==> src/rtl/seg_pkg.sv <==
package seg_pkg;
    // default widths shared by the translator and its checker
    parameter int unsigned SEG_LA_W = 16;
    parameter int unsigned SEG_PA_W = 20;

    // outcome of one translation
    typedef enum logic [1:0] {
        XL_OK    = 2'd0,
        XL_RANGE = 2'd1,
        XL_WRAP  = 2'd2
    } xl_cause_e;
endpackage

==> src/rtl/seg_reg.sv <==
module seg_reg #(
    parameter int unsigned LA_W = seg_pkg::SEG_LA_W,
    parameter int unsigned PA_W = seg_pkg::SEG_PA_W,
    localparam int unsigned SZ_W = LA_W + 1
) (
    input  logic            clk,
    input  logic            rst_n,
    input  logic            wr,
    input  logic [PA_W-1:0] base_in,
    input  logic [SZ_W-1:0] size_in,
    output logic [PA_W-1:0] base_q,
    output logic [SZ_W-1:0] size_q
);
    typedef struct packed {
        logic [PA_W-1:0] base;
        logic [SZ_W-1:0] size;
    } seg_t;

    seg_t st_d, st_q;

    always_comb begin
        st_d = st_q;
        if (wr) begin
            st_d.base = base_in;
            st_d.size = size_in;
        end
    end

    always_ff @(posedge clk or negedge rst_n) begin
        if (!rst_n) st_q <= '0;
        else        st_q <= st_d;
    end

    assign base_q = st_q.base;
    assign size_q = st_q.size;
endmodule

==> src/rtl/seg_calc.sv <==
module seg_calc
    import seg_pkg::*;
#(
    parameter int unsigned LA_W = seg_pkg::SEG_LA_W,
    parameter int unsigned PA_W = seg_pkg::SEG_PA_W,
    localparam int unsigned SZ_W = LA_W + 1,
    localparam int unsigned EXT_W = LA_W + 1
) (
    input  logic [PA_W-1:0] base,
    input  logic [SZ_W-1:0] size,
    input  logic [LA_W-1:0] offset,
    output logic [PA_W-1:0] paddr,
    output xl_cause_e       cause
);
    logic [PA_W:0]     sum;
    logic [EXT_W-1:0]  off_ext;
    logic              out_of_range;

    generate
        if (PA_W >= LA_W) begin : g_wide
            assign sum = {1'b0, base} + {{(PA_W-LA_W+1){1'b0}}, offset};
        end else begin : g_narrow
            assign sum = {1'b0, base} + (PA_W+1)'(offset);
        end
    endgenerate

    assign off_ext      = {1'b0, offset};
    assign out_of_range = (off_ext >= size);

    always_comb begin
        paddr = '0;
        cause = XL_OK;
        if (out_of_range)    cause = XL_RANGE;
        else if (sum[PA_W])  cause = XL_WRAP;
        else                 paddr = sum[PA_W-1:0];
    end
endmodule

==> src/rtl/seg_xlate.sv <==
module seg_xlate
    import seg_pkg::*;
#(
    parameter int unsigned LA_W = seg_pkg::SEG_LA_W,
    parameter int unsigned PA_W = seg_pkg::SEG_PA_W,
    localparam int unsigned SZ_W = LA_W + 1
) (
    input  logic            clk,
    input  logic            rst_n,
    input  logic            seg_wr,
    input  logic [PA_W-1:0] seg_base_in,
    input  logic [SZ_W-1:0] seg_size_in,
    input  logic            req_valid,
    output logic            req_ready,
    input  logic [LA_W-1:0] req_offset,
    output logic            rsp_valid,
    input  logic            rsp_ready,
    output logic [PA_W-1:0] rsp_paddr,
    output logic            rsp_fault
);
    typedef struct packed {
        logic            valid;
        logic            fault;
        logic [PA_W-1:0] paddr;
    } out_t;

    logic [PA_W-1:0] cur_base;
    logic [SZ_W-1:0] cur_size;
    logic [PA_W-1:0] calc_paddr;
    xl_cause_e       calc_cause;
    logic            accept;

    out_t out_d, out_q;

    seg_reg #(.LA_W(LA_W), .PA_W(PA_W)) u_reg (
        .clk     (clk),
        .rst_n   (rst_n),
        .wr      (seg_wr),
        .base_in (seg_base_in),
        .size_in (seg_size_in),
        .base_q  (cur_base),
        .size_q  (cur_size)
    );

    seg_calc #(.LA_W(LA_W), .PA_W(PA_W)) u_calc (
        .base   (cur_base),
        .size   (cur_size),
        .offset (req_offset),
        .paddr  (calc_paddr),
        .cause  (calc_cause)
    );

    assign req_ready = !out_q.valid || rsp_ready;
    assign accept    = req_valid && req_ready;

    always_comb begin
        out_d = out_q;
        if (accept) begin
            out_d.valid = 1'b1;
            out_d.fault = (calc_cause != XL_OK);
            out_d.paddr = calc_paddr;
        end else if (rsp_ready) begin
            out_d.valid = 1'b0;
        end
    end

    always_ff @(posedge clk or negedge rst_n) begin
        if (!rst_n) out_q <= '0;
        else        out_q <= out_d;
    end

    assign rsp_valid = out_q.valid;
    assign rsp_fault = out_q.fault;
    assign rsp_paddr = out_q.paddr;
endmodule

==> config.mk <==
export PLATFORM = sky130hd
export DESIGN_NAME = seg_xlate
export DESIGN_NICKNAME = d
export VERILOG_FILES = /design/src/rtl/seg_pkg.sv /design/src/rtl/seg_reg.sv /design/src/rtl/seg_calc.sv /design/src/rtl/seg_xlate.sv
export SDC_FILE = /design/constraint.sdc
export NUM_CORES = 1
export LEC_CHECK = 0
export ABC_AREA = 1
export ABC_CLOCK_PERIOD_IN_PS = 2500
export BUFFER_PORTS_ARGS = -buffer_cell sky130_fd_sc_hd__buf_2
export CAP_MARGIN = 40
export CORE_MARGIN = 3
export CORE_UTILIZATION = 50
export CTS_CLUSTER_SIZE = 25
export DETAILED_ROUTE_END_ITERATION = 6
export PLACE_DENSITY = 0.8
export SYNTH_ARGS = -nofsm -noshare
export SYNTH_HDL_FRONTEND = slang
export SYNTH_HIERARCHICAL = 1
export SYNTH_SLANG_ARGS = --single-unit
==> constraint.sdc <==
create_clock -name clk -period 2.5 [get_ports clk]
set_input_delay 0.625 -clock clk [delete_from_list [all_inputs] [get_ports clk]]
set_output_delay 0.625 -clock clk [all_outputs]
set_load 0.01 [all_outputs]
==> impl_results.md, run 1 <==
* Core area at 7970 um^2
* Full die area at 9610 um^2
* Die H at 98.0 um
* DR vias at 3912
* Grt total ovfl at 0
* Number of library cell types mapped by synthesis at 32
* DRT antenna net count at 0
* Fillers at 749
* Share of the synthesized area in the top cell type at about a third
* Total power at between 3 and 4 mW
* Area leader, netlist: dfrtp_1
* Vias in the first global route at 3799
* Async SR Flop Fraction at between 90% and 100%
* Leak pwr at 2.94 nW
* CP max FO at 8
* Nets at 774
* Final period util at approximately 87%
* Area of the multi-input gates at 2370 um^2
* Initial antenna violation count at 0
* RSZ-0062 raised after global routing: false
* Setup violators final at 0
* Finished Layout Cells at 790
* CTS Buffer Depth at 2
* Worst min-delay path class: in2async
* Main area contributors after synthesis: dfrtp_1 35%, nand2_1 24%, ha_1 9.5%, inv_1 5.3%, nand3_1 4.6%
* Worst-Margin Slew at between 600 and 700 ps
* Max Slew Vio Count at 0
* Buffers on Ports at 80
* Worst setup EP type: flop
* N_diodes at 0
* Startpoint types: flop
* Cell Area, Synth at 4240 um^2
* Max Freq at 459 MHz
* Critical path's slowest cell: fa_1
* DRC viols at 0
* CP cell instances: ha_1, fa_1, nand2_1, nand3_2, nand3_2, nand2_2, nand2_2, nand2_4, nand2_4, buf_12, nand3_1, nor2_1, nand3_1, nand2_1
* CP Data Required Time at 2780 ps
* Placed cells at 774
* Die Wd at 98.0 um
* CTS Sinks at 59
* Register area share after synthesis at 34.9%
* DR pass1 iterations at 5
* Cells after synthesis at 600
* Largest net degree at the start of global routing at 38
* Maxcap violations at 0
* Cell Rows at 32
* Routed len/inst at 12.9 um
* Share of layout cells above drive strength 1 at 22.4%
* Post-synthesis register bit count at 59
* Reg area at about 1500 um^2
* Post-cts sizing count at 0
* TritonCTS Buffers at 9
* Synth Flop Type: dfrtp_1
* Tmin final at 2180 ps
* Slowest stage delay, CP at 400 ps
* Via density at just under 5
* Iter 0 DRT Violations at 147
* H-tree depth at 3
* Power Dens Cells at between 600 and 700 nW/um^2
* CTS tree: yes
* Synth cell count leaders: 274 x nand2_1, 60 x inv_1, 59 x dfrtp_1
* Setup repair bufs after CTS at 0
* Worst clock skew at 8.68 ps
* DP Wirelength at 8.33 mm
* Worst VDD drop at just over 300 uV
* CP arrival at 2450 ps
* Hold Vio Cnt, Final at 0
* Synthesized area per cell at 7.06 um^2
* Yosys warns at 6
* Most frequent cell after synthesis: nand2_1
* Gpl congestion at 0.895
* Setup CP Type: reg2reg
* Relative slew slack at between 50% and 60%
* Number of flops mapped to enable cells by yosys at 0
* Status: completed
* Hold_ws at around 300 ps
* Area grow syn2layout at 16.2%
* CTS Hold Bufs at 0
* I/O pins at 81
* Initial Util at 53.2%
* Clock Latency Late Sink at 340 ps
* First-pass GRT wire length at 17.4 mm
* Clock root buffer master: clkbuf_8
* All-Layer GR Usage at 22.0%
* Post-Syn Nets at just under 700
* Routed wire length at between 10 and 15 mm
* Clock transition at path regs at 70 ps
## area by class of cell
type	instances	area share, %
clock buffer	9	2.52
clock inverter	7	1.86
inverter	62	4.73
multi-input combinational	463	48.2
sequential	59	30.0
tap	102	2.59
timing repair buffer	88	10.1
## critical path, delay by kind of cell (launching register included)
kind | cells | cell delay, ps
flops | 1 | 390
fa+ha+maj | 2 | 610
buf+inv | 1 | 130
simple gates | 11 | 980
## routing by layer
layer / up-vias / part of all wire, % / track usage (%)
met5: - / 0 / 0
met4: 0 / 1.1 / 6.07
met3: 11 / 5.7 / 4.00
met2: 125 / 47 / 36.5
met1: 1751 / 46 / 29.5
li1: 2025 / - / -
## cells in the final DEF (no fill, tap or decap), types with 10 or more instances in the layout
cell and n:
nand2_1 274, buf_2 80, inv_1 60, dfrtp_1 59, nand3_1 39, nor2_1 33
ha_1 32, a21oi_1 16, nor2_2 11, nand3_2 10
## metrics by stage
stage               setup TNS [ps]  util [%]  setup slack (ps)  cell area [um^2]
detailed placement           -22.4      59.1             -14.0              4710
CTS                              0      61.8               329              4920
global placement                 0      59.1              61.2              4710
floorplan                        0         -               242              4240
global route                     0      61.8               171              4920
finish                           0      61.8               322              4920
## power breakdown
group	switching [mW]	internal (mW)	total, mW
combinational	0.603	0.387	0.991
sequential	0.0759	1.09	1.17
clock	0.404	0.559	0.963
## cells by family (layout without fill, tap and decap cells)
| family | Yosys count | after routing | synth area share (%) |
|---|---|---|---|
| flip-flops | 59 | 59 | 34.9 |
| XOR/XNOR | 1 | 1 | 0.207 |
| buffers and inverters | 78 | 166 | 9.13 |
| AO/OA/AOI/OAI | 25 | 25 | 3.66 |
| adder cells (fa/ha/maj) | 33 | 33 | 9.93 |
| AND/OR/NAND/NOR | 404 | 404 | 42.2 |
## sequential cells by signal, indices dropped and copies added (netlist names)
register,count
u_reg/base_q,20
rsp_valid,1
rsp_fault,1
u_reg/size_q,17
rsp_paddr,20
## path summary, 6_finish.rpt
check	from	to	slack, ps	depth (start not counted)
worst min register to register	rsp_paddr[10]$_DFFE_PN0P_	rsp_paddr[10]$_DFFE_PN0P_	460	2
worst max-delay path	u_reg/base_q[0]$_DFFE_PN0P_	rsp_paddr[9]$_DFFE_PN0P_	320	14
max in group asynchronous	rst_n	rsp_paddr[16]$_DFFE_PN0P_	1610	2
worst min-delay path	rst_n	u_reg/base_q[11]$_DFFE_PN0P_	300	1
min in group clk	rsp_paddr[10]$_DFFE_PN0P_	rsp_paddr[10]$_DFFE_PN0P_	460	2
worst max register to register	u_reg/base_q[0]$_DFFE_PN0P_	rsp_paddr[9]$_DFFE_PN0P_	320	14
Power figures use the tool's default switching activity.
==> inputs of run 2 (changes only) <==
- ABC_AREA: 1 -> 0
- PLACE_DENSITY: 0.8 -> 0.82
- SYNTH_HIERARCHICAL: 1 -> default
==> run 2 against run 1 <==
Cell area decreased by 8.3%; fmax decreased by 11%; setup slack got worse by 280 ps; critical endpoint is now rsp_paddr[1]$_DFFE_PN0P_; clock power decreased by 19%.
==> impl_results.md, run 2 <==
* Total power at 2.99 mW (-4.0%)
* Number of library cell types mapped by synthesis at 52 (+63%)
* Fin area at 4520 um^2 (-8.3%)
* Buffers on Ports at 80 (unchanged)
* Setup violators final at 0 (unchanged)
* DR pass1 iterations at 4 (-1)
* Most frequent cell after synthesis: dfrtp_1
* Final period util at 98.2% (+11 points)
* Main area contributors after synthesis: dfrtp_1 42%, ha_1 11%, mux2_2 7.1%, a22o_1 4.5%, o21ai_0 4.0%
* Power Dens Cells at 663 nW/um^2 (+4.6%)
* Routed len/inst at 15.7 um (+21%)
* Largest net degree at the start of global routing at 60 (+58%)
* CP Data Required Time at 2790 ps (about the same)
* Critical path origin: u_reg.base_q[0]$_DFFE_PN0P_
* Grt total ovfl at 0 (unchanged)
* Register area share after synthesis at 42.1% (+7.2 points)
* Cells after synthesis at 346 (-42%)
* Number of flops mapped to enable cells by yosys at 0 (unchanged)
* Initial antenna violation count at 0 (unchanged)
* CP max FO at 9 (+1)
* Tmin final at 2460 ps (+278 ps)
* CP arrival at 2740 ps (+290 ps)
* Share of layout cells above drive strength 1 at 36.4% (+14 points)
* Worst R2R Start: u_reg.base_q[0]$_DFFE_PN0P_
* Post-synthesis register bit count at 59 (unchanged)
* Die H at 89.8 um (-8.5%)
* DRC viols at 0 (unchanged)
* Synth Flop Type: dfrtp_1
* Worst-Margin Slew at 755 ps (+114 ps)
* Clock transition at path regs at 60 ps (about the same)
* Async SR Flop Fraction at 100% (unchanged)
* TritonCTS Buffers at 9 (unchanged)
* Iter 0 DRT Violations at 177 (+20%)
* CTS Buffer Depth at 2 (unchanged)
* Initial Util at 53.4% (+0.24 points)
* Most frequent cells in the layout: 80 x buf_2, 59 x dfrtp_1, 44 x buf_4, 35 x nand2_1, 31 x ha_1
* Startpoint types: flop
* Worst min-delay path class: in2async
* Worst clock skew at 6.49 ps (-2.20 ps)
* Leak pwr at 2.24 nW (-24%)
* Worst Setup Slack post-DPL at -312 ps (-298 ps)
* Maxcap violations at 0 (unchanged)
* CTS tree: yes
* Worst setup EP type: flop
* Share of the synthesized area in the top cell type at 42.1% (+7.2 points)
* Clock Latency Late Sink at 350 ps (about the same)
* Status: completed
* Nets at 558 (-28%)
* DR vias at 3112 (-20%)
* Synthesized area per cell at 10.1 um^2 (+44%)
* Gpl congestion at 0.930 (+3.9%)
* All-Layer GR Usage at 22.5% (+0.47 points)
* I/O pins at 81 (unchanged)
* Vias in the first global route at 3111 (-18%)
* Hold Vio Cnt, Final at 0 (unchanged)
* Synth cell count leaders: 59 x dfrtp_1, 35 x nand2_1, 32 x ha_1
* Routed wire length at 8.88 mm (-13%)
* N_diodes at 0 (unchanged)
* Area leader, netlist: dfrtp_1
* Post-Syn Nets at 437 (-37%)
* Cell Area, Placed at 4310 um^2 (-8.4%)
* Area grow syn2layout at 28.8%
* Setup CP Type: reg2reg
* First-pass GRT wire length at 14.6 mm (-16%)
* Yosys warns at 0 (-6)
* Worst VDD drop at 297 uV (-4.2%)
* Cell Rows at 29 (-9.4%)
* H-tree depth at 3 (unchanged)
* Worst setup margin at 44.3 ps (-278 ps)
* Core area at 6570 um^2 (-18%)
* Die Wd at 89.8 um (-8.5%)
* CTS Sinks at 59 (unchanged)
* Max Freq at 407 MHz (-11%)
* Via density at 5.51 (+11%)
* DP Wirelength at 6.73 mm (-19%)
* Fillers at 500 (-33%)
* Commonest non-fill, non-tap cell in the layout: buf_2
* Cell Area, Synth at 3510 um^2 (-17%)
* Full die area at 8060 um^2 (-16%)
* RSZ-0062 raised after global routing: true
* Relative slew slack at 49.6% (-7.6 points)
* DRT antenna net count at 0 (unchanged)
* Clock root buffer master: clkbuf_8
* Max Slew Vio Count at 0 (unchanged)
-- run 2: cell types whose count changed in the layout (fill, tap and decap cells not counted), moves of 18 or more --
cell | previous run | this run
inv_1 | 60 | 21
nand2_1 | 274 | 35
nor2_1 | 33 | 11
nand3_1 | 39 | 4
buf_4 | 5 | 44
mux2_2 | 0 | 21
a22o_1 | 0 | 18
o21ai_0 | 1 | 28
-- run 2: path summary, 6_finish.rpt --
kind | to | slack (ps) | cells past startpoint
worst max-delay path | rsp_paddr[1]$_DFFE_PN0P_ | 40 | 8
worst min-delay path | u_reg.size_q[2]$_DFFE_PN0P_ | 420 | 2
worst max register to register | rsp_paddr[1]$_DFFE_PN0P_ | 40 | 8
worst min register to register | rsp_paddr[16]$_DFFE_PN0P_ | 490 | 1
max in group asynchronous | u_reg.base_q[14]$_DFFE_PN0P_ | 1570 | 2
min in group clk | u_reg.size_q[13]$_DFFE_PN0P_ | 480 | 3
-- run 2: cell families after synthesis --
| logic type | after synthesis | share of synthesized area (%) |
|---|---|---|
| AO/OA/AOI/OAI | 106 | 20.4 |
| XOR/XNOR | 14 | 3.50 |
| adder cells (fa/ha/maj) | 33 | 12.0 |
| buffers and inverters | 37 | 4.71 |
| flip-flops | 59 | 42.1 |
| multiplexers | 22 | 7.06 |
| AND/OR/NAND/NOR | 75 | 10.3 |
-- run 2: layer usage --
| layer | up-vias | GRT usage (%) | routed length, um |
|---|---|---|---|
| met4 | 0 | 11.7 | 274 |
| li1 | 1507 | - | - |
| met3 | 24 | 3.67 | 459 |
| met1 | 1483 | 28.3 | 3890 |
| met2 | 98 | 37.3 | 4260 |
| met5 | - | 0 | 0 |
-- run 2: final cells by class --
cell class / count / area (um^2) / area share [%]
Tap cell: 93 / 116 / 2.58
Timing Repair Buffer: 125 / 751 / 16.6
Clock inverter: 2 / 10.0 / 0.222
Inverter: 21 / 78.8 / 1.75
Sequential cell: 59 / 1480 / 32.7
Clock buffer: 14 / 163 / 3.60
Multi-Input combinational cell: 251 / 1920 / 42.5
-- run 2: critical path, stage by stage (launching register included) --
cell     delay, ps
dfrtp_1        410
ha_4           180
fa_2           390
a21o_1         230
a221o_1        360
a21oi_2        150
or3_1          160
and4_2         360
a22o_1         160
-- run 2: stage by stage --
stage / instances / utilization [%] / TNS (ps) / hold slack [ps]
after global routing: 565 / 68.8 / -155 / 480
after global placement: 547 / 65.7 / -3780 / 476
final: 565 / 68.8 / 0 / 416
after floorplan: 346 / - / -1130 / 329
after CTS: 563 / 68.3 / 0 / 444
after detailed placement: 547 / 65.7 / -5100 / 481
-- run 2: where the power goes --
part	total (mW)	internal (mW)	switching, mW
sequential	1.19	1.10	0.0870
clock	0.779	0.411	0.368
combinational	1.02	0.515	0.509
total	2.99	2.03	0.964
-- run 2: what timing repair did --
| item | 4_1_cts | 5_1_grt |
|---|---|---|
| setup buffers | 0 | 1 |
| resized for setup | 0 | 2 |
| endpoints found under the hold margin | 0 | 0 |
| hold buffers | 0 | 0 |
| endpoints found under the setup margin | 0 | 16 |
==> inputs of run 3 (changes only) <==
--- a/config.mk
+++ b/config.mk
@@ -10,3 +10,2 @@
 export BUFFER_PORTS_ARGS = -buffer_cell sky130_fd_sc_hd__buf_2
-export CAP_MARGIN = 40
 export CORE_MARGIN = 3
--- a/constraint.sdc
+++ b/constraint.sdc
@@ -3,2 +3,2 @@
 set_output_delay 0.625 -clock clk [all_outputs]
-set_load 0.01 [all_outputs]
+set_load 0.1 [all_outputs]
==> run 3 against run 2 <==
Wire length is 0.82% higher; cell area rose by 1.3%; global-route usage is 0.14 points higher; cell count grew 0.53%; sequential power is essentially flat; register-to-register slack better by 90 ps; sequential share of layout area fell by 0.42 points; fmax increased by 2.5%; largest power group is now combinational logic.
==> impl_results.md, run 3 (synthesis results as in run 2) <==
* Share of layout cells above drive strength 1 at 37.9% (+1.5 points)
* TritonCTS Buffers at 9 (unchanged)
* Clock root buffer master: clkbuf_8
* Gpl congestion at 0.886 (-4.7%)
* Core area at 6570 um^2 (unchanged)
* Routed wire length at 8.95 mm (+0.82%)
* Nets at 562 (+0.72%)
* Routed len/inst at 15.8 um (+0.29%)
* Grt total ovfl at 0 (unchanged)
* DP Wirelength at 6.85 mm (+1.7%)
* Reg2reg setup slack at 130 ps (+90 ps)
* Cell Rows at 29 (unchanged)
* Worst clock skew at 7.59 ps (+1.10 ps)
* CTS tree: yes
* Commonest non-fill, non-tap cell in the layout: buf_2
* Status: completed
* Power Dens Cells at 832 nW/um^2 (+26%)
* Total power at 3.81 mW (+27%)
* N_diodes at 0 (unchanged)
* RR Endpoint: rsp_paddr[16]$_DFFE_PN0P_
* Cell Area, Placed at 4320 um^2 (+0.12%)
* Initial antenna violation count at 0 (unchanged)
* Placed cells at 549 (+0.37%)
* Most frequent cells in the layout: 80 x buf_2, 59 x dfrtp_1, 49 x buf_4, 35 x nand2_1, 31 x ha_1
* Setup CP Type: in2reg
* Largest net degree at the start of global routing at 35 (-42%)
* Leak pwr at 2.28 nW (+1.6%)
* I/O pins at 81 (unchanged)
* Max Slew Vio Count at 0 (unchanged)
* CP Data Required Time at 2780 ps (about the same)
* Die H at 89.8 um (unchanged)
* Max Freq at 417 MHz (+2.5%)
* Clock Latency Late Sink at 340 ps (about the same)
* CP arrival at 2670 ps (-70 ps)
* Hold Vio Cnt, Final at 0 (unchanged)
* Seq pwr share at 31.3% (-8.5 points)
* Comb power frac at 44.3% (+10 points)
* Sw frac at 42.5% (+10 points)
* Iter 0 DRT Violations at 247 (+40%)
* CTS Hold Bufs at 0 (unchanged)
* All-Layer GR Usage at 22.6% (+0.14 points)
* Setup violators final at 0 (unchanged)
* Via density at 5.57 (+1.1%)
* Clock transition at path regs at 60 ps (about the same)
* H-tree depth at 3 (unchanged)
* Finished Layout Cells at 568 (+0.53%)
* CP max FO at 10 (+1)
* CTS Sinks at 59 (unchanged)
* Worst Reg-to-Reg Cells at 8 (unchanged)
* Fin area at 4570 um^2 (+1.3%)
* Area grow syn2layout at 30.4%
* RSZ-0062 raised after global routing: false
* Worst setup margin at 103 ps (+59.2 ps)
* Worst R2R Start: u_reg.base_q[0]$_DFFE_PN0P_
* Worst min-delay path class: in2async
* Worst-Margin Slew at 732 ps (-23.3 ps)
* Worst VDD drop at 324 uV (+8.9%)
* Maxcap violations at 0 (unchanged)
* Fin Setup TNS at 0 ps (unchanged)
* Buffers on Ports at 80 (unchanged)
* Relative slew slack at 51.2% (+1.6 points)
* Worst Setup Slack post-DPL at -307 ps (+5.78 ps)
* Clock power share at 24.3% (-1.7 points)
* First-pass GRT wire length at 14.8 mm (+1.3%)
* Int Pwr at 2.19 mW (+7.8%)
* Die Wd at 89.8 um (unchanged)
* DRC viols at 0 (unchanged)
* Startpoint types: input port
* DR pass1 iterations at 5 (+1)
* Worst setup EP type: flop
* Critical path origin: req_offset[0]
* CTS Buffer Depth at 2 (unchanged)
* CP Capture Point: rsp_paddr[15]$_DFFE_PN0P_
* Psw at 1.62 mW (+68%)
* Initial Util at 53.4% (unchanged)
* Vias in the first global route at 3161 (+1.6%)
* DR vias at 3164 (+1.7%)
* Tmin final at 2400 ps (-59.2 ps)
* DRT antenna net count at 0 (unchanged)
* Final period util at 95.9% (-2.4 points)
* Full die area at 8060 um^2 (unchanged)
==> run 3: metal layers <==
metal,wire (um),share of wire [%],vias up,GRT usage (%)
met5,0,0,-,0
met4,191,2.1,0,8.17
met3,580,6.5,18,5.59
met2,4340,49,122,37.7
met1,3840,43,1508,28.6
li1,-,-,1516,-
==> run 3: worst min path at each step <==
stage                                   start                     endpoint  cells past startpoint
global placement    rsp_paddr[15]$_DFFE_PN0P_    rsp_paddr[15]$_DFFE_PN0P_                      1
CTS                                     rst_n  u_reg.size_q[0]$_DFFE_PN0P_                      1
global route                            rst_n  u_reg.size_q[0]$_DFFE_PN0P_                      1
detailed placement  rsp_paddr[17]$_DFFE_PN0P_    rsp_paddr[17]$_DFFE_PN0P_                      1
floorplan                               rst_n        rsp_fault$_DFFE_PN0P_                      0
finish                                  rst_n  u_reg.size_q[0]$_DFFE_PN0P_                      1
==> run 3: power groups by stage <==
stage	Combinational (mW)	Clock [mW]	Sequential, mW
CTS	1.67	0.929	1.19
finish	1.69	0.927	1.19
global placement	1.62	0	1.20
global route	1.80	0.982	1.21
detailed placement	1.66	0	1.21
floorplan	0.557	0	1.87
==> run 3: final cells by class <==
class                   instances  area (um^2)
clock buffers                  14          183
clock inverters                 1         30.0
fillers                       493         1990
inverters                      21         78.8
multi-input cells             251         1920
flip-flops and latches         59         1480
well taps                      93          116
repair buffers                129          768
==> run 3: worst max-delay path, stage by stage <==
cell and delay (ps):
buf_2 120, inv_1 50, ha_1 270, nand2b_1 160, a2111o_1 420, a211oi_1 330, or4_4 220, and4_4 300
a32o_1 170
==> run 3: metrics by stage <==
step                      hold WS, ps  utilization (%)
after floorplan                   329                -
after global placement            477             65.7
after detailed placement          490             65.7
after CTS                         175             69.0
after global routing              184             69.7
final                             166             69.7
==> run 3: timing repair <==
| action | CTS | global route |
|---|---|---|
| gates resized for setup | 0 | 4 |
| endpoints found under the hold margin | 0 | 0 |
| buffers inserted | 0 | 3 |
| setup endpoints to repair | 0 | 19 |
